[src/rtl/schedPkg.sv]
package schedPkg;

  // Geometry fixed by the control word layout
  localparam int CH_N   = 4;
  localparam int SLOT_N = 8;
  localparam int DLY_W  = 11;
  localparam int LOOP_W = 5;
  localparam int WORD_W = 32;
  localparam int CH_W   = $clog2(CH_N);

  // Field positions (software-visible layout)
  localparam int DLY_LSB   = 0;
  localparam int LOOP_LSB  = DLY_LSB + DLY_W;
  localparam int DTRIG_LSB = 16;
  localparam int KICK_BIT  = DTRIG_LSB + CH_N;
  localparam int STRIG_LSB = 24;
  localparam int GAP_W     = STRIG_LSB - KICK_BIT - 1;

  typedef enum logic [1:0] {
    OP_WRITE = 2'd0,
    OP_SET   = 2'd1,
    OP_CLEAR = 2'd2,
    OP_NONE  = 2'd3
  } wrOp_e;

  typedef struct packed {
    logic [SLOT_N-1:0] strig;
    logic              kick;
    logic [CH_N-1:0]   dtrig;
    logic [LOOP_W-1:0] loops;
    logic [DLY_W-1:0]  dly;
  } chanCfg_t;

  // Control -> datapath strobes, one bit per channel
  typedef struct packed {
    logic [CH_N-1:0] wrSel;
    logic [CH_N-1:0] start;
    logic [CH_N-1:0] fire;
    logic [CH_N-1:0] last;
    logic [CH_N-1:0] count;
    logic [CH_N-1:0] stop;
  } chStrobe_t;

  function automatic logic [WORD_W-1:0] cfgToWord(input chanCfg_t c);
    return {c.strig, {GAP_W{1'b0}}, c.kick, c.dtrig, c.loops, c.dly};
  endfunction

  function automatic chanCfg_t wordToCfg(input logic [WORD_W-1:0] w);
    chanCfg_t c;
    c.dly   = w[DLY_LSB   +: DLY_W];
    c.loops = w[LOOP_LSB  +: LOOP_W];
    c.dtrig = w[DTRIG_LSB +: CH_N];
    c.kick  = w[KICK_BIT];
    c.strig = w[STRIG_LSB +: SLOT_N];
    return c;
  endfunction

endpackage

[src/rtl/schedControl.sv]
module schedControl
  import schedPkg::*;
(
  input  logic                 tickEn,
  input  logic                 wrEn,
  input  logic [1:0]           wrOp,
  input  logic [CH_W-1:0]      wrChan,
  input  logic                 wrKickNew,
  input  logic [CH_N-1:0]      kickVec,
  input  logic [CH_N*CH_N-1:0] dtrigFlat,
  input  logic [CH_N-1:0]      cntLow,
  input  logic [CH_N-1:0]      loopZero,
  output chStrobe_t            strb
);

  logic [CH_N-1:0] active;
  logic [CH_N-1:0] chainIn;

  always_comb begin
    strb    = '0;
    active  = '0;
    chainIn = '0;
    // per-channel period decisions
    for (int c = 0; c < CH_N; c++) begin
      strb.wrSel[c] = wrEn && (wrOp != OP_NONE) && (wrChan == CH_W'(c));
      // a write that clears kick stops the channel in its own cycle
      active[c]     = kickVec[c] && !(strb.wrSel[c] && !wrKickNew);
      strb.fire[c]  = active[c] && tickEn && cntLow[c];
      strb.count[c] = active[c] && tickEn && !cntLow[c];
      strb.last[c]  = strb.fire[c] && loopZero[c];
    end
    // chain kicks from channels finishing their last loop
    for (int t = 0; t < CH_N; t++) begin
      for (int k = 0; k < CH_N; k++) begin
        if (strb.last[k] && dtrigFlat[k*CH_N + t]) chainIn[t] = 1'b1;
      end
    end
    for (int c = 0; c < CH_N; c++) begin
      strb.start[c] = (strb.wrSel[c] && wrKickNew && !kickVec[c]) ||
                      (!strb.wrSel[c] && chainIn[c]);
      strb.stop[c]  = strb.last[c] && !chainIn[c] && !strb.wrSel[c];
    end
  end

endmodule

[src/rtl/schedDatapath.sv]
module schedDatapath
  import schedPkg::*;
(
  input  logic                 clk,
  input  logic                 rstN,
  input  logic [1:0]           wrOp,
  input  logic [CH_W-1:0]      wrChan,
  input  logic [WORD_W-1:0]    wrData,
  input  logic [CH_W-1:0]      rdChan,
  input  chStrobe_t            strb,
  output logic [WORD_W-1:0]    rdData,
  output logic                 wrKickNew,
  output logic [CH_N-1:0]      kickVec,
  output logic [CH_N*CH_N-1:0] dtrigFlat,
  output logic [CH_N-1:0]      cntLow,
  output logic [CH_N-1:0]      loopZero,
  output logic [SLOT_N-1:0]    slotTrig
);

  chanCfg_t cfgAll [CH_N];
  chanCfg_t wrCfg;
  chanCfg_t curCfg;
  chanCfg_t nextCfg;
  logic     unusedGapBits;

  assign unusedGapBits = ^wrData[KICK_BIT+1 +: GAP_W];

  // merge of the write with the addressed word
  always_comb begin
    wrCfg  = wordToCfg(wrData);
    curCfg = cfgAll[wrChan];
    unique case (wrOp)
      OP_WRITE: nextCfg = wrCfg;
      OP_SET:   nextCfg = chanCfg_t'(curCfg | wrCfg);
      OP_CLEAR: nextCfg = chanCfg_t'(curCfg & ~wrCfg);
      default:  nextCfg = curCfg;
    endcase
  end

  assign wrKickNew = nextCfg.kick;

  for (genvar c = 0; c < CH_N; c++) begin : gCh
    chanCfg_t          cfgR;
    logic [DLY_W-1:0]  cntR;
    logic [LOOP_W-1:0] loopR;
    logic [DLY_W-1:0]  srcDly;
    logic [LOOP_W-1:0] srcLoops;

    assign srcDly   = strb.wrSel[c] ? nextCfg.dly   : cfgR.dly;
    assign srcLoops = strb.wrSel[c] ? nextCfg.loops : cfgR.loops;

    always_ff @(posedge clk) begin
      if (!rstN) begin
        cfgR  <= '0;
        cntR  <= '0;
        loopR <= '0;
      end else begin
        if (strb.wrSel[c])      cfgR      <= nextCfg;
        else if (strb.start[c]) cfgR.kick <= 1'b1;
        else if (strb.stop[c])  cfgR.kick <= 1'b0;

        if (strb.start[c]) begin
          cntR  <= srcDly;
          loopR <= srcLoops;
        end else if (strb.fire[c]) begin
          cntR <= cfgR.dly;
          if (!strb.last[c]) loopR <= loopR - LOOP_W'(1);
        end else if (strb.count[c]) begin
          cntR <= cntR - DLY_W'(1);
        end
      end
    end

    assign cfgAll[c]                   = cfgR;
    assign kickVec[c]                  = cfgR.kick;
    assign dtrigFlat[c*CH_N +: CH_N]   = cfgR.dtrig;
    assign cntLow[c]                   = (cntR <= DLY_W'(1));
    assign loopZero[c]                 = (loopR == '0);
  end

  assign rdData = cfgToWord(cfgAll[rdChan]);

  // slot trigger register
  logic [SLOT_N-1:0] slotNext;
  always_comb begin
    slotNext = '0;
    for (int c = 0; c < CH_N; c++) begin
      if (strb.fire[c]) slotNext = slotNext | cfgAll[c].strig;
    end
  end

  always_ff @(posedge clk) begin
    if (!rstN) slotTrig <= '0;
    else       slotTrig <= slotNext;
  end

endmodule

[src/rtl/schedTop.sv]
module schedTop
  import schedPkg::*;
(
  input  logic        clk,
  input  logic        rstN,
  input  logic        tickEn,
  input  logic        regWrEn,
  input  logic [1:0]  regWrOp,
  input  logic [1:0]  regWrChan,
  input  logic [31:0] regWrData,
  input  logic [1:0]  regRdChan,
  output logic [31:0] regRdData,
  output logic [7:0]  slotTrig
);

  chStrobe_t            strb;
  logic                 wrKickNew;
  logic [CH_N-1:0]      kickVec;
  logic [CH_N*CH_N-1:0] dtrigFlat;
  logic [CH_N-1:0]      cntLow;
  logic [CH_N-1:0]      loopZero;

  schedControl u_ctl (
    .tickEn    (tickEn),
    .wrEn      (regWrEn),
    .wrOp      (regWrOp),
    .wrChan    (regWrChan),
    .wrKickNew (wrKickNew),
    .kickVec   (kickVec),
    .dtrigFlat (dtrigFlat),
    .cntLow    (cntLow),
    .loopZero  (loopZero),
    .strb      (strb)
  );

  schedDatapath u_dp (
    .clk       (clk),
    .rstN      (rstN),
    .wrOp      (regWrOp),
    .wrChan    (regWrChan),
    .wrData    (regWrData),
    .rdChan    (regRdChan),
    .strb      (strb),
    .rdData    (regRdData),
    .wrKickNew (wrKickNew),
    .kickVec   (kickVec),
    .dtrigFlat (dtrigFlat),
    .cntLow    (cntLow),
    .loopZero  (loopZero),
    .slotTrig  (slotTrig)
  );

endmodule

[config.mk]
export PLATFORM = sky130hd
export DESIGN_NAME = schedTop
export DESIGN_NICKNAME = d
export VERILOG_FILES = /design/src/rtl/schedPkg.sv /design/src/rtl/schedControl.sv /design/src/rtl/schedDatapath.sv /design/src/rtl/schedTop.sv
export SDC_FILE = /design/constraint.sdc
export NUM_CORES = 1
export LEC_CHECK = 0
export CAP_MARGIN = 15
export CORE_ASPECT_RATIO = 0.9
export CORE_UTILIZATION = 30
export CTS_CLUSTER_DIAMETER = 120
export CTS_CLUSTER_SIZE = 20
export DETAILED_ROUTE_END_ITERATION = 8
export GPL_TIMING_DRIVEN = 0
export PLACE_DENSITY = 0.45
export SETUP_SLACK_MARGIN = 0.2
export SYNTH_ARGS = -nofsm -noshare
export SYNTH_HDL_FRONTEND = slang
export SYNTH_SLANG_ARGS = --single-unit
[constraint.sdc]
create_clock -name clk -period 3.25 [get_ports clk]
set_input_delay 0.65 -clock clk [delete_from_list [all_inputs] [get_ports clk]]
set_output_delay 0.65 -clock clk [all_outputs]
set_load 0.01 [all_outputs]
---- Word level (Yosys, flattened, before mapping) ----
Index checks and enable logic that the tools add are counted.
cells by class
  add/subtract/negate cells ............... 8
  order comparisons ....................... 6
  equal/unequal tests ..................... 10
  mux-type cells .......................... 71
  bitwise logic cells ..................... 8
  reductions and logical operators ........ 112
operators with widths
  cell                                                                                number
  11-bit 2-to-1 mux                                                                   16
  29-bit binary-select mux with 2-bit select                                          2
  29-bit 2-to-1 mux                                                                   4
  29-bit case mux with 3 select lines                                                 1
  5-bit 2-to-1 mux                                                                    16
  1-bit logical AND                                                                   65
  11-bit by 1-bit less-or-equal comparator with 1-bit output (second input constant)  4
  11-bit by 1-bit subtractor with 11-bit output (second input constant)               4
  8-bit 2-to-1 mux                                                                    4
  29-bit AND                                                                          1
  29-bit NOT                                                                          1
  29-bit OR                                                                           1
  1-bit 2-to-1 mux                                                                    28
  8-bit OR                                                                            3
  3-bit nonzero test                                                                  8
  1-bit zero test                                                                     21
  5-bit zero test                                                                     4
  5-bit by 1-bit subtractor with 5-bit output (second input constant)                 4
  2-bit inequality test (second input constant)                                       5
  2-bit AND reduction                                                                 4
  2-bit nonzero test                                                                  4
  2-bit equality test (second input constant)                                         3
  3-bit greater-or-equal comparator (second input constant)                           2
  2-bit NOT with 3-bit output                                                         2
  other kinds (3)                                                                     8
word-level totals
  flip-flop bits (word level) ............. 188
  input port bits ......................... 42
  output and inout bits ................... 40
  logic and storage cells ................. 244

---- Logic depth before layout (Yosys ltp) ----
Gate-level depths: netlist of the first run.
  word-level depth ........................ 24
  mapped depth ............................ 10
  gate-level depth less buffers ........... 8

---- Cells and area by module ----
From an unflattened synthesis of the first run, not the netlist that was laid out.
second synthesis, totals
  cell total of the unflattened synthesis .. 1243
  area total of the unflattened synthesis .. 11144.4 sq um
by module, submodules not included
  module         instances  cells an instance  area an instance (sq um)  sequential area each (sq um)
  schedDatapath  1          1179               10686.5                   3763.6
  schedControl   1          64                 457.9                     0.0

---- Least setup slack after synthesis of the first run ----
OpenSTA, ideal clock, no wires.
  path type ............................... in2reg
  start ................................... input port regWrOp[1]
  end ..................................... register u_dp.gCh[2].cntR[7]
  setup time .............................. 0.121 ns
  arrival ................................. 3.016 ns
  required time ........................... 3.129 ns
  setup slack ............................. 0.114 ns
  stages on the path ...................... 10
  buffers on the path ..................... 4
  cell sequence ........................... buf_2 > a21bo_2 > nor4_2 > buf_2 > a21oi_1 > buf_2 > a31o_2 > o31ai_2 > buf_4 > mux2_2
between the ends
  cells in the longest elaborated chain, start to end .. 17
  elaborated cells between the ends (all ways) .. 53
  those cells by class .................... eq/ne: 3; mux: 8; reduce/logical: 42
ends and longest elaborated chain
  element                                                                   line                                     RTL
  from (decl)                                                               schedTop.sv:8                            input logic [1:0] regWrOp,
  2-bit equality test, or another cell as far along                         schedDatapath.sv:32                      unique case (wrOp)
  29-bit case mux with 3 select lines or 1-bit logical AND (tied branches)  schedDatapath.sv:32, schedControl.sv:25
  1-bit zero test or 1-bit logical AND (tied branches)                      schedControl.sv:27, schedControl.sv:25
  1-bit logical AND                                                         schedControl.sv:27                       active[c] = kickVec[c] && !(strb.wrSel[c] && !wrKickNew);
  1-bit zero test                                                           schedControl.sv:27
  1-bit logical AND                                                         schedControl.sv:27
  1-bit logical AND (2 in a row)                                            schedControl.sv:28                       strb.fire[c] = active[c] && tickEn && cntLow[c];
  1-bit logical AND                                                         schedControl.sv:30                       strb.last[c] = strb.fire[c] && loopZero[c];
  1-bit logical AND                                                         schedControl.sv:35                       if (strb.last[k] && dtrigFlat[k*CH_N + t]) chainIn[t] = 1'b1;
  1-bit 2-to-1 mux (4 in a row)                                             schedControl.sv:35
  1-bit logical AND                                                         schedControl.sv:40                       (!strb.wrSel[c] && chainIn[c]);
  1-bit logical OR                                                          schedControl.sv:39                       strb.start[c] = (strb.wrSel[c] && wrKickNew && !kickVec[c]) ||
  3-bit nonzero test (no source line) or 11-bit 2-to-1 mux (tied branches)  -
  to (signal assigned)                                                      schedDatapath.sv:63                      cntR <= srcDly;
  to (signal assigned)                                                      schedDatapath.sv:66                      cntR <= cfgR.dly;
  to (signal assigned)                                                      schedDatapath.sv:69                      cntR <= cntR - DLY_W'(1);
  to (decl)                                                                 schedDatapath.sv:44                      logic [DLY_W-1:0] cntR;
Parallel ways exist; a longest one is shown, timed or not.
A chain may end at the register's enable or synchronous reset.

---- Worst setup path in the final report of the first run ----
  start ................................... input port regWrEn
  end ..................................... register u_dp.gCh[1].cntR[6]
between the ends
  cells in the longest elaborated chain, start to end .. 16
  elaborated cells between the ends (all ways) .. 47
  those cells by class .................... mux: 7; reduce/logical: 40
ends and longest elaborated chain
  element                                                                   line                 RTL
  from (decl)                                                               schedTop.sv:7        input logic regWrEn,
  1-bit logical AND (*)                                                     schedControl.sv:25   strb.wrSel[c] = wrEn && (wrOp != OP_NONE) && (wrChan == CH_W'(c));
  1-bit logical AND                                                         schedControl.sv:25
  1-bit logical AND                                                         schedControl.sv:27
  1-bit zero test                                                           schedControl.sv:27
  1-bit logical AND                                                         schedControl.sv:27
  1-bit logical AND (2 in a row)                                            schedControl.sv:28
  1-bit logical AND                                                         schedControl.sv:30
  1-bit logical AND                                                         schedControl.sv:35
  1-bit 2-to-1 mux (4 in a row)                                             schedControl.sv:35
  1-bit logical AND                                                         schedControl.sv:40
  1-bit logical OR                                                          schedControl.sv:39
  3-bit nonzero test (no source line) or 11-bit 2-to-1 mux (tied branches)  -
  to (signal assigned)                                                      schedDatapath.sv:63
  to (signal assigned)                                                      schedDatapath.sv:66
  to (signal assigned)                                                      schedDatapath.sv:69
  to (decl)                                                                 schedDatapath.sv:44
Every way passes the cells marked *; elsewhere a longest branch is shown, timed or not.

==> results of run 1 <==
## layer usage
| metal | vias up | GRT usage | part of all wire | routed length (µm) |
|---|---|---|---|---|
| li1 | 5014 | - | - | - |
| met1 | 5575 | 0.368 | 0.46 | 22200 |
| met2 | 416 | 0.393 | 0.44 | 21500 |
| met3 | 58 | 0.0440 | 0.070 | 3380 |
| met4 | 2 | 0.0954 | 0.026 | 1260 |
| met5 | - | 0 | 0.00037 | 18 |
## metrics by stage
step	utilization	hold slack (ps)	setup TNS, ps	power (W)
after floorplan	-	452	0	0.00339
after global placement	0.343	487	-209860	0.00389
after detailed placement	0.345	491	-201930	0.00390
after CTS	0.374	508	0	0.00609
after global routing	0.379	535	0	0.00635
final	0.379	502	0	0.00609
## area by class of cell
class | count | area (µm²)
Fill cell | 3758 | 22700
Multi-Input combinational cell | 913 | 7230
Sequential cell | 188 | 3760
Timing Repair Buffer | 103 | 960
Tap cell | 476 | 596
Buffer | 97 | 547
Clock buffer | 19 | 453
Inverter | 44 | 165
Clock inverter | 13 | 131
## cells by family (layout without fill, tap and decap cells)
group	Yosys count	in the layout
adders and majority gates	12	12
buffers and inverters	141	276
and+or+nand+nor	354	354
other	1	3
muxes	122	122
DFF	188	188
xor gates and xnor gates	3	3
AOI/OAI and AO/OA	419	419
## layout by cell type (no fill, tap or decap), drive strengths merged, types with 8 or more instances in the layout
cell type	netlist	routed
nand2	86	86
a222oi	8	8
clkdlybuf4s50	0	63
a21oi	69	69
a211oi	136	136
nand4	12	12
nor2b	8	8
nor2	155	155
o21ai	38	38
inv	44	49
nand3	20	20
nor4	13	13
mux2	53	53
clkbuf	72	92
buf	25	53
a22oi	29	29
nor3	14	14
o21bai	33	33
ha	12	12
o211ai	14	14
mux4	58	58
o22ai	11	11
mux2i	11	11
dfxtp	188	188
## sequential cells by signal, summed over array words and instances, names as in the netlist
register,cells
u_dp.cfgAll,96
u_dp.gCh.loopR,20
u_dp.dtrigFlat,16
u_dp.kickVec,4
u_dp.gCh.cntR,44
u_dp.slotTrig,8
## worst max-delay path by stage
stage / to / slack, ps
after CTS: u_dp.gCh[0].cntR[9] / 120
after global routing: u_dp.gCh[2].cntR[9] / 200
after global placement: u_dp.gCh[0].loopR[3] / -1490
after floorplan: u_dp.gCh[3].cntR[3] / 200
after detailed placement: u_dp.gCh[0].cntR[3] / -1400
final: u_dp.gCh[1].cntR[6] / 200
## what timing repair did
action                                  in CTS  in global routing
endpoints found under the setup margin     216                117
pin swaps                                    7                  8
cloned                                       1                  0
resized for setup                          117                 35
buffers inserted                            17                  9
## critical path, delay by kind of cell
kind / cells / cell delay, ps
AOI/OAI and AO/OA: 4 / 1210
buffers and inverters: 2 / 790
and+or+nand+nor: 1 / 380
muxes: 1 / 370
## where the power goes
| group | internal, W | switching, W | total [W] |
|---|---|---|---|
| clock | 0.00106 | 0.00109 | 0.00215 |
| sequential | 0.00240 | 0.000131 | 0.00253 |
| combinational | 0.000548 | 0.000867 | 0.00141 |
| total | 0.00400 | 0.00209 | 0.00609 |
==> impl_metrics.py, run 1 <==
metrics = {
    "status": {
        "status": "finished, final reports clean",
    },
    "clock_network": {
        "cts_sinks": 188,
        "holdBufCountCts": 0,
        "worstSkewPairLatency_ps": 470,
        "cts_root_buf": "clkbuf_16",
        "htree_levels": 4,
        "cts_buffer_depth": 2,
        "cts_buffers": 17,
        "cts_tree": "yes",
        "clk_pin_slew_ps": 80,
    },
    "timing": {
        "hold_viol_final": 0,
        "fmax_ghz": 0.327,
        "grt_setup_unrepaired": "yes",
        "finalSetupViolations": 0,
        "period_share": 0.940,
        "fin_crit_ps": 3050,
        "slew_viol_final": 0,
        "relSlewSlack": 0.336,
        "fin_ws_ps": 195,
        "skew_ps": 18.1,
        "worst_slew_pin_slew_ps": 995,
    },
    "detailed_routing": {
        "route.detailed.drc": 0,
        "detail-route-antenna-nets": 0,
        "viasPerCell": 5.97,
        "initialDrtViolationCount": 974,
        "dr.pass1.iters": 5,
        "via_count": 11065,
        "routedWlPerCell_um": 26.1,
        "routed_wl_um": 48300,
    },
    "synthesis": {
        "synth_top_family_by_area": "compound AO/OA/AOI/OAI gates",
        "synth-async-reset-ratio": 0,
        "syn_inst": 1240,
        "ys.flop_type": "dfxtp_1",
        "synthSimpleGateAreaFrac": 0.148,
        "synth_area_per_cell_um2": 9.04,
        "ys_seq_area_frac": 0.336,
        "synthTopCellsByArea": "dfxtp_1 34%, mux4_2 12%, a211oi_1 9.1%",
        "synthMuxAreaShare": 0.180,
        "synthTopCellsByCount": "188 x dfxtp_1, 155 x nor2_1, 136 x a211oi_1",
        "yosysMostFrequentCell": "dfxtp_1",
        "ys_warn_count": 0,
        "synth_cell_types": 80,
        "synth_edf_count": 0,
        "synth_compound_area_frac": 0.269,
        "synth_largest_area_cell": "dfxtp_1",
        "synth_xor_area_frac": 0.00235,
        "yosysTopAreaCellShare": 0.336,
        "synthesis.area_mm2": 0.0112,
        "synth_fa_ha_area_frac": 0.0134,
        "ys_seq_elements": 188,
    },
    "pwr": {
        "vdd_drop_max_mv": 0.294,
        "powerDensity_mw_per_mm2": 440,
        "p_leak_nw": 4.75,
    },
    "grt": {
        "grt_pass1_wl_um": 70900,
        "globalRoute.totalOverflow": 0,
        "grt_pass1_vias": 10432,
        "grt_max_degree": 19,
        "antenna_found_initial": 2,
        "grt_usage": 0.260,
    },
    "worst_setup_path": {
        "cp.arrival_ps": 3410,
        "reg2reg_slack_ps": 290,
        "crit_path_cell_trace": "clkdlybuf4s50_1, a21bo_4, nor4_4, a211oi_1, a2111oi_4, a21o_4, buf_4, mux2_2",
        "reg2reg_from": "u_dp.gCh[3].cntR[3]",
        "r2r_end": "u_dp.gCh[1].cntR[6]",
        "setup.worst_path.class": "input port to register",
        "r2r_cells": 7,
        "cp.required_ps": 3600,
        "startpoint_type": "input port",
        "max_stage_delay_ps": 540,
        "cp_slowest_cell": "clkdlybuf4s50_1",
        "worstSetupEndpointType": "register",
        "worstSetupStartpoint": "regWrEn",
        "worstPathMaxFanout": 10,
    },
    "place": {
        "placedCellCount": 1794,
        "gp_congestion": 0.900,
        "dpl.hpwl_um": 36200,
        "io_buffers": 71,
        "dp_slack_ps": -1400,
        "place_area_mm2": 0.0126,
    },
    "floorplanning": {
        "dieArea_mm2": 0.0381,
        "io_pins": 82,
        "fp.dieH_um": 185,
        "rows": 66,
        "core-area_mm2": 0.0365,
        "initial_core_util": 0.307,
        "chipWidth_um": 206,
    },
    "cells_and_area": {
        "drive_gt1_frac": 0.215,
        "final_cells": 1853,
        "num_antenna_cells": 0,
        "nNetsFinal": 1418,
        "syn2layout_area_growth_pct": 23.6,
        "fin_area_mm2": 0.0138,
    },
    "min_path": {
        "hold_class": "register to register",
        "holdPathStages": 2,
        "min_from": "u_dp.cfgAll[53]",
        "holdPathEnd": "u_dp.slotTrig[3]",
    },
    "run": {
        "max-cap-violations": 0,
    },
}
Power figures use the tool's default switching activity.
==> run 2: changes to the inputs <==
--- a/config.mk
+++ b/config.mk
@@ -12,7 +12,9 @@
 export CTS_CLUSTER_SIZE = 20
 export DETAILED_ROUTE_END_ITERATION = 8
 export GPL_TIMING_DRIVEN = 0
+export MAX_ROUTING_LAYER = met4
 export PLACE_DENSITY = 0.45
+export REMOVE_ABC_BUFFERS = 1
 export SETUP_SLACK_MARGIN = 0.2
 export SYNTH_ARGS = -nofsm -noshare
 export SYNTH_HDL_FRONTEND = slang
==> run 2 against run 1 <==
Die area did not move; combinational power is 6% lower; power is 2.2% lower; critical path depth grew 2; final area fell by 1.8%; hold slack got worse by 24 ps; sequential share of layout area increased by 0.51 points; routed wire length down 18%; clock-buffer cell count decreased by 2; non-clock buffer count is 70 lower; sequential cell count unchanged; maximum frequency increased by 1.9%; largest power group unchanged.
==> impl_metrics.py, run 2 (synthesis gave the netlist of run 1 again) <==
metrics = {
    "status": {
        "status": "finished, final reports clean",
    },
    "floorplanning": {
        "core-area_mm2": 0.0365,
        "dieArea_mm2": 0.0381,
        "fp.dieH_um": 185,
        "rows": 66,
        "io_pins": 82,
        "chipWidth_um": 206,
        "initial_core_util": 0.307,
    },
    "cells_and_area": {
        "drive_gt1_frac": 0.196,
        "layout_common_cells": "188 x dfxtp_1, 152 x nor2_1, 136 x a211oi_1",
        "syn2layout_area_growth_pct": 21.3,
        "layout_commonest_cell": "dfxtp_1",
        "largest_reg_flops": 96,
        "nNetsFinal": 1351,
        "fill_cells": 3741,
    },
    "grt": {
        "grt_usage": 0.218,
        "grt_pass1_wl_um": 60200,
        "antenna_found_initial": 0,
        "grt_pass1_vias": 9698,
        "grt_max_degree": 110,
        "globalRoute.totalOverflow": 0,
    },
    "timing": {
        "slew_viol_final": 0,
        "period_share": 0.922,
        "fin_crit_ps": 3000,
        "hold_viol_final": 0,
        "worst_slew_pin_slew_ps": 1120,
        "whs_ps": 478,
        "relSlewSlack": 0.252,
        "fin_ws_ps": 252,
        "grt_setup_unrepaired": "yes",
        "fmax_ghz": 0.334,
        "finalSetupViolations": 0,
        "skew_ps": 16.7,
    },
    "pwr": {
        "p_leak_nw": 4.58,
        "vdd_drop_max_mv": 0.347,
        "powerDensity_mw_per_mm2": 439,
        "p_total_w": 0.00596,
    },
    "clock_network": {
        "htree_levels": 4,
        "worstSkewPairLatency_ps": 460,
        "cts_buffer_depth": 2,
        "holdBufCountCts": 0,
        "cts_sinks": 188,
        "cts_root_buf": "clkbuf_16",
        "clk_pin_slew_ps": 80,
        "cts_tree": "yes",
        "cts_buffers": 17,
    },
    "place": {
        "dpl.hpwl_um": 27000,
        "dp_slack_ps": -1710,
        "gp_congestion": 0.801,
        "io_buffers": 75,
    },
    "worst_setup_path": {
        "reg2reg_slack_ps": 310,
        "worstSetupStartpoint": "regWrData[20]",
        "worstSetupEndpointType": "register",
        "cp.arrival_ps": 3350,
        "worstPathMaxFanout": 8,
        "cp.required_ps": 3600,
        "startpoint_type": "input port",
        "reg2reg_from": "u_dp.gCh[2].cntR[6]",
        "setup.worst_path.class": "input port to register",
    },
    "detailed_routing": {
        "routedWlPerCell_um": 22.1,
        "detail-route-antenna-nets": 0,
        "route.detailed.drc": 0,
        "via_count": 10177,
        "initialDrtViolationCount": 786,
        "viasPerCell": 5.70,
        "routed_wl_um": 39500,
        "dr.pass1.iters": 7,
    },
    "min_path": {
        "min_from": "u_dp.cfgAll[53]",
        "hold_class": "register to register",
    },
    "run": {
        "max-cap-violations": 0,
    },
}
## run 2: changes by cell type in the layout (fill, tap and decap cells not counted), sizes merged
cell and change:
clkinv +3, dlygate4sd2 -5, clkbuf -72, clkdlybuf4s50 +4
inv +3, a21o +1, clkdlybuf4s18 +1, diode +1
buf +6, clkinvlp -4, clkdlybuf4s15 -4, nor2 +2
dlymetal6s2s -2
## run 2: cell type report
class | instances | area (µm²) | area share
clock inverters | 15 | 154 | 0.0113
flip-flops and latches | 188 | 3760 | 0.277
inverters | 44 | 173 | 0.0127
repair buffers | 130 | 1330 | 0.0978
clock buffers | 17 | 425 | 0.0313
well taps | 476 | 596 | 0.0438
diodes | 1 | 2.50 | 0.000184
multi-input cells | 916 | 7150 | 0.526
## run 2: final timing paths
path                                to  cells after the start
hold reg to reg       u_dp.slotTrig[3]                      2
setup reg to reg   u_dp.gCh[2].cntR[0]                      6
hold / removal        u_dp.slotTrig[3]                      2
setup / recovery  u_dp.gCh[0].loopR[2]                     10
## run 2: power by group
group | internal, W | total [W] | switching (W)
clock network | 0.00103 | 0.00211 | 0.00108
logic | 0.000549 | 0.00133 | 0.000777
registers | 0.00240 | 0.00252 | 0.000122
## run 2: critical path: stages
cell,delay (ps)
clkdlybuf4s50_1,580
nor2b_2,420
nor4_4,100
buf_4,180
buf_4,170
a21oi_1,470
buf_4,290
a21bo_2,150
a21oi_1,50
mux2_2,280
## run 2: what timing repair did
item	in CTS	in global routing
setup endpoints to repair	96	56
pin swaps	13	9
cloned	2	1
setup buffers	19	10
gates resized for setup	35	12
## run 2: through the flow
stage,utilization,setup TNS [ps],instance area (µm²),cells
final,0.372,0,13600,1787
after global routing,0.372,0,13600,1786
after CTS,0.369,0,13500,1775
after detailed placement,0.343,-108210,12500,1722
after global placement,0.333,-1125260,12200,1696
after floorplan,-,-138340,10800,1145
## run 2: metal layers
layer | part of all wire | wire length (µm) | GRT usage | vias up
met1 | 0.49 | 19400 | 0.308 | 5001
met5 | 0 | 0 | - | -
li1 | - | - | - | 4896
met4 | 0.012 | 473 | 0.0530 | 0
met2 | 0.45 | 17800 | 0.321 | 259
met3 | 0.047 | 1850 | 0.0348 | 21
==> run 3: changes to the inputs <==
--- a/config.mk
+++ b/config.mk
@@ -16,6 +16,7 @@
 export PLACE_DENSITY = 0.45
 export REMOVE_ABC_BUFFERS = 1
 export SETUP_SLACK_MARGIN = 0.2
+export SKIP_CTS_REPAIR_TIMING = 1
 export SYNTH_ARGS = -nofsm -noshare
 export SYNTH_HDL_FRONTEND = slang
 export SYNTH_SLANG_ARGS = --single-unit
==> run 3 against run 2 <==
Via count about the same; clock skew about the same; sequential power about the same; cell count up 0.28%; first-iteration DRC count down 9.3%; register-to-register slack worse by 60 ps; worst setup slack worse by 47 ps; critical endpoint is now u_dp.gCh[1].cntR[1].
==> impl_metrics.py, run 3 (synthesis gave the netlist of run 1 again) <==
metrics = {
    "place": {
        "place_area_mm2": 0.0125,
        "dpl.hpwl_um": 27000,
        "dp_slack_ps": -1710,
        "gp_congestion": 0.801,
        "io_buffers": 75,
    },
    "grt": {
        "grt_pass1_wl_um": 59000,
        "globalRoute.totalOverflow": 0,
        "grt_usage": 0.213,
        "grt_pass1_vias": 9515,
        "grt_max_degree": 110,
        "antenna_found_initial": 1,
    },
    "detailed_routing": {
        "top_layer": "met4",
        "wl_met1_um": 19300,
        "initialDrtViolationCount": 713,
        "dr.pass1.iters": 5,
        "via_count": 10186,
        "dr_wl_met2_um": 17900,
        "routedWlPerCell_um": 22.0,
        "viasPerCell": 5.68,
        "detail-route-antenna-nets": 0,
        "route.detailed.drc": 0,
        "dr_wl_met3_um": 1910,
        "routed_wl_um": 39500,
    },
    "worst_setup_path": {
        "startpoint_type": "input port",
        "worstPathMaxFanout": 39,
        "r2r_cells": 9,
        "cp.required_ps": 3590,
        "worstSetupEndpointType": "register",
        "setup.worst_path.class": "input port to register",
        "cp.arrival_ps": 3380,
    },
    "timing": {
        "worst_slew_pin_slew_ps": 927,
        "finalSetupViolations": 0,
        "hold_viol_final": 0,
        "period_share": 0.937,
        "fin_crit_ps": 3040,
        "fin_tns_setup_ps": 0,
        "fmax_ghz": 0.328,
        "whs_ps": 479,
        "relSlewSlack": 0.380,
        "skew_ps": 17.2,
        "fin_ws_ps": 206,
        "grt_setup_unrepaired": "no",
        "slew_viol_final": 0,
    },
    "pwr": {
        "seqPwrFrac": 0.425,
        "clkPwrFrac": 0.354,
        "vdd_drop_max_mv": 0.348,
        "combPwrFrac": 0.221,
        "internal-power_w": 0.00397,
        "powerDensity_mw_per_mm2": 435,
        "p_leak_nw": 4.63,
        "power.switching_w": 0.00198,
        "swShare": 0.332,
    },
    "cells_and_area": {
        "nNetsFinal": 1357,
        "drive_gt1_frac": 0.204,
        "layout_common_cells": "188 x dfxtp_1, 152 x nor2_1, 136 x a211oi_1",
        "layout_commonest_cell": "dfxtp_1",
        "multi_input_area_mm2": 0.00718,
        "fin_area_mm2": 0.0137,
        "seqCellArea_mm2": 0.00376,
        "fill_cells": 3729,
        "largest_reg_flops": 96,
        "syn2layout_area_growth_pct": 22.0,
        "num_antenna_cells": 0,
    },
    "clock_network": {
        "cts_root_buf": "clkbuf_16",
        "cts_tree": "yes",
        "worstSkewPairLatency_ps": 460,
        "clk_pin_slew_ps": 80,
        "cts_buffers": 17,
        "cts_buffer_depth": 2,
        "htree_levels": 4,
        "cts_sinks": 188,
    },
    "min_path": {
        "hold_class": "register to register",
        "holdPathStages": 2,
    },
    "floorplanning": {
        "core-area_mm2": 0.0365,
        "initial_core_util": 0.307,
        "rows": 66,
        "io_pins": 82,
        "dieArea_mm2": 0.0381,
        "chipWidth_um": 206,
        "fp.dieH_um": 185,
    },
    "run": {
        "max-cap-violations": 0,
    },
    "status": {
        "status": "finished, final reports clean",
    },
}
run 3: worst paths after layout:
| kind | to | slack [ps] | start |
|---|---|---|---|
| worst max-delay path | u_dp.gCh[1].cntR[1] | 210 | regWrChan[0] |
| worst min-delay path | u_dp.slotTrig[3] | 480 | u_dp.cfgAll[53] |
| worst max register to register | u_dp.gCh[0].cntR[10] | 250 | u_dp.kickVec[0] |
| worst min register to register | u_dp.slotTrig[3] | 480 | u_dp.cfgAll[53] |
run 3: area by class of cell:
class / count / share of cell area
multi-input combinational: 916 / 0.525
timing repair buffer: 136 / 0.101
clock inverter: 15 / 0.0113
clock buffer: 17 / 0.0311
inverter: 44 / 0.0126
tap: 476 / 0.0436
sequential: 188 / 0.275
run 3: power groups by stage:
stage	Combinational, W	Sequential (W)	Clock (W)
finish	0.00131	0.00253	0.00211
global route	0.00144	0.00254	0.00226
CTS	0.00123	0.00252	0.00217
detailed placement	0.00123	0.00257	0
global placement	0.00121	0.00257	0
floorplan	0.000784	0.00253	0
run 3: layer usage:
metal | vias up | track usage
met5 | - | -
met4 | 0 | 0.0542
met3 | 22 | 0.0301
met2 | 272 | 0.313
met1 | 4991 | 0.303
li1 | 4901 | -
run 3: through the flow:
step / utilization / power [W] / cells
final: 0.375 / 0.00595 / 1792
after global routing: 0.375 / 0.00624 / 1792
after CTS: 0.359 / 0.00592 / 1754
after detailed placement: 0.343 / 0.00380 / 1722
after global placement: 0.333 / 0.00378 / 1696
after floorplan: - / 0.00331 / 1145
run 3: critical path: stages:
cell       delay (ps)
buf_12            230
inv_1             360
nor4_4            560
buf_4             210
a211oi_1          110
a2111oi_4         490
a21o_4            270
mux2_2            350
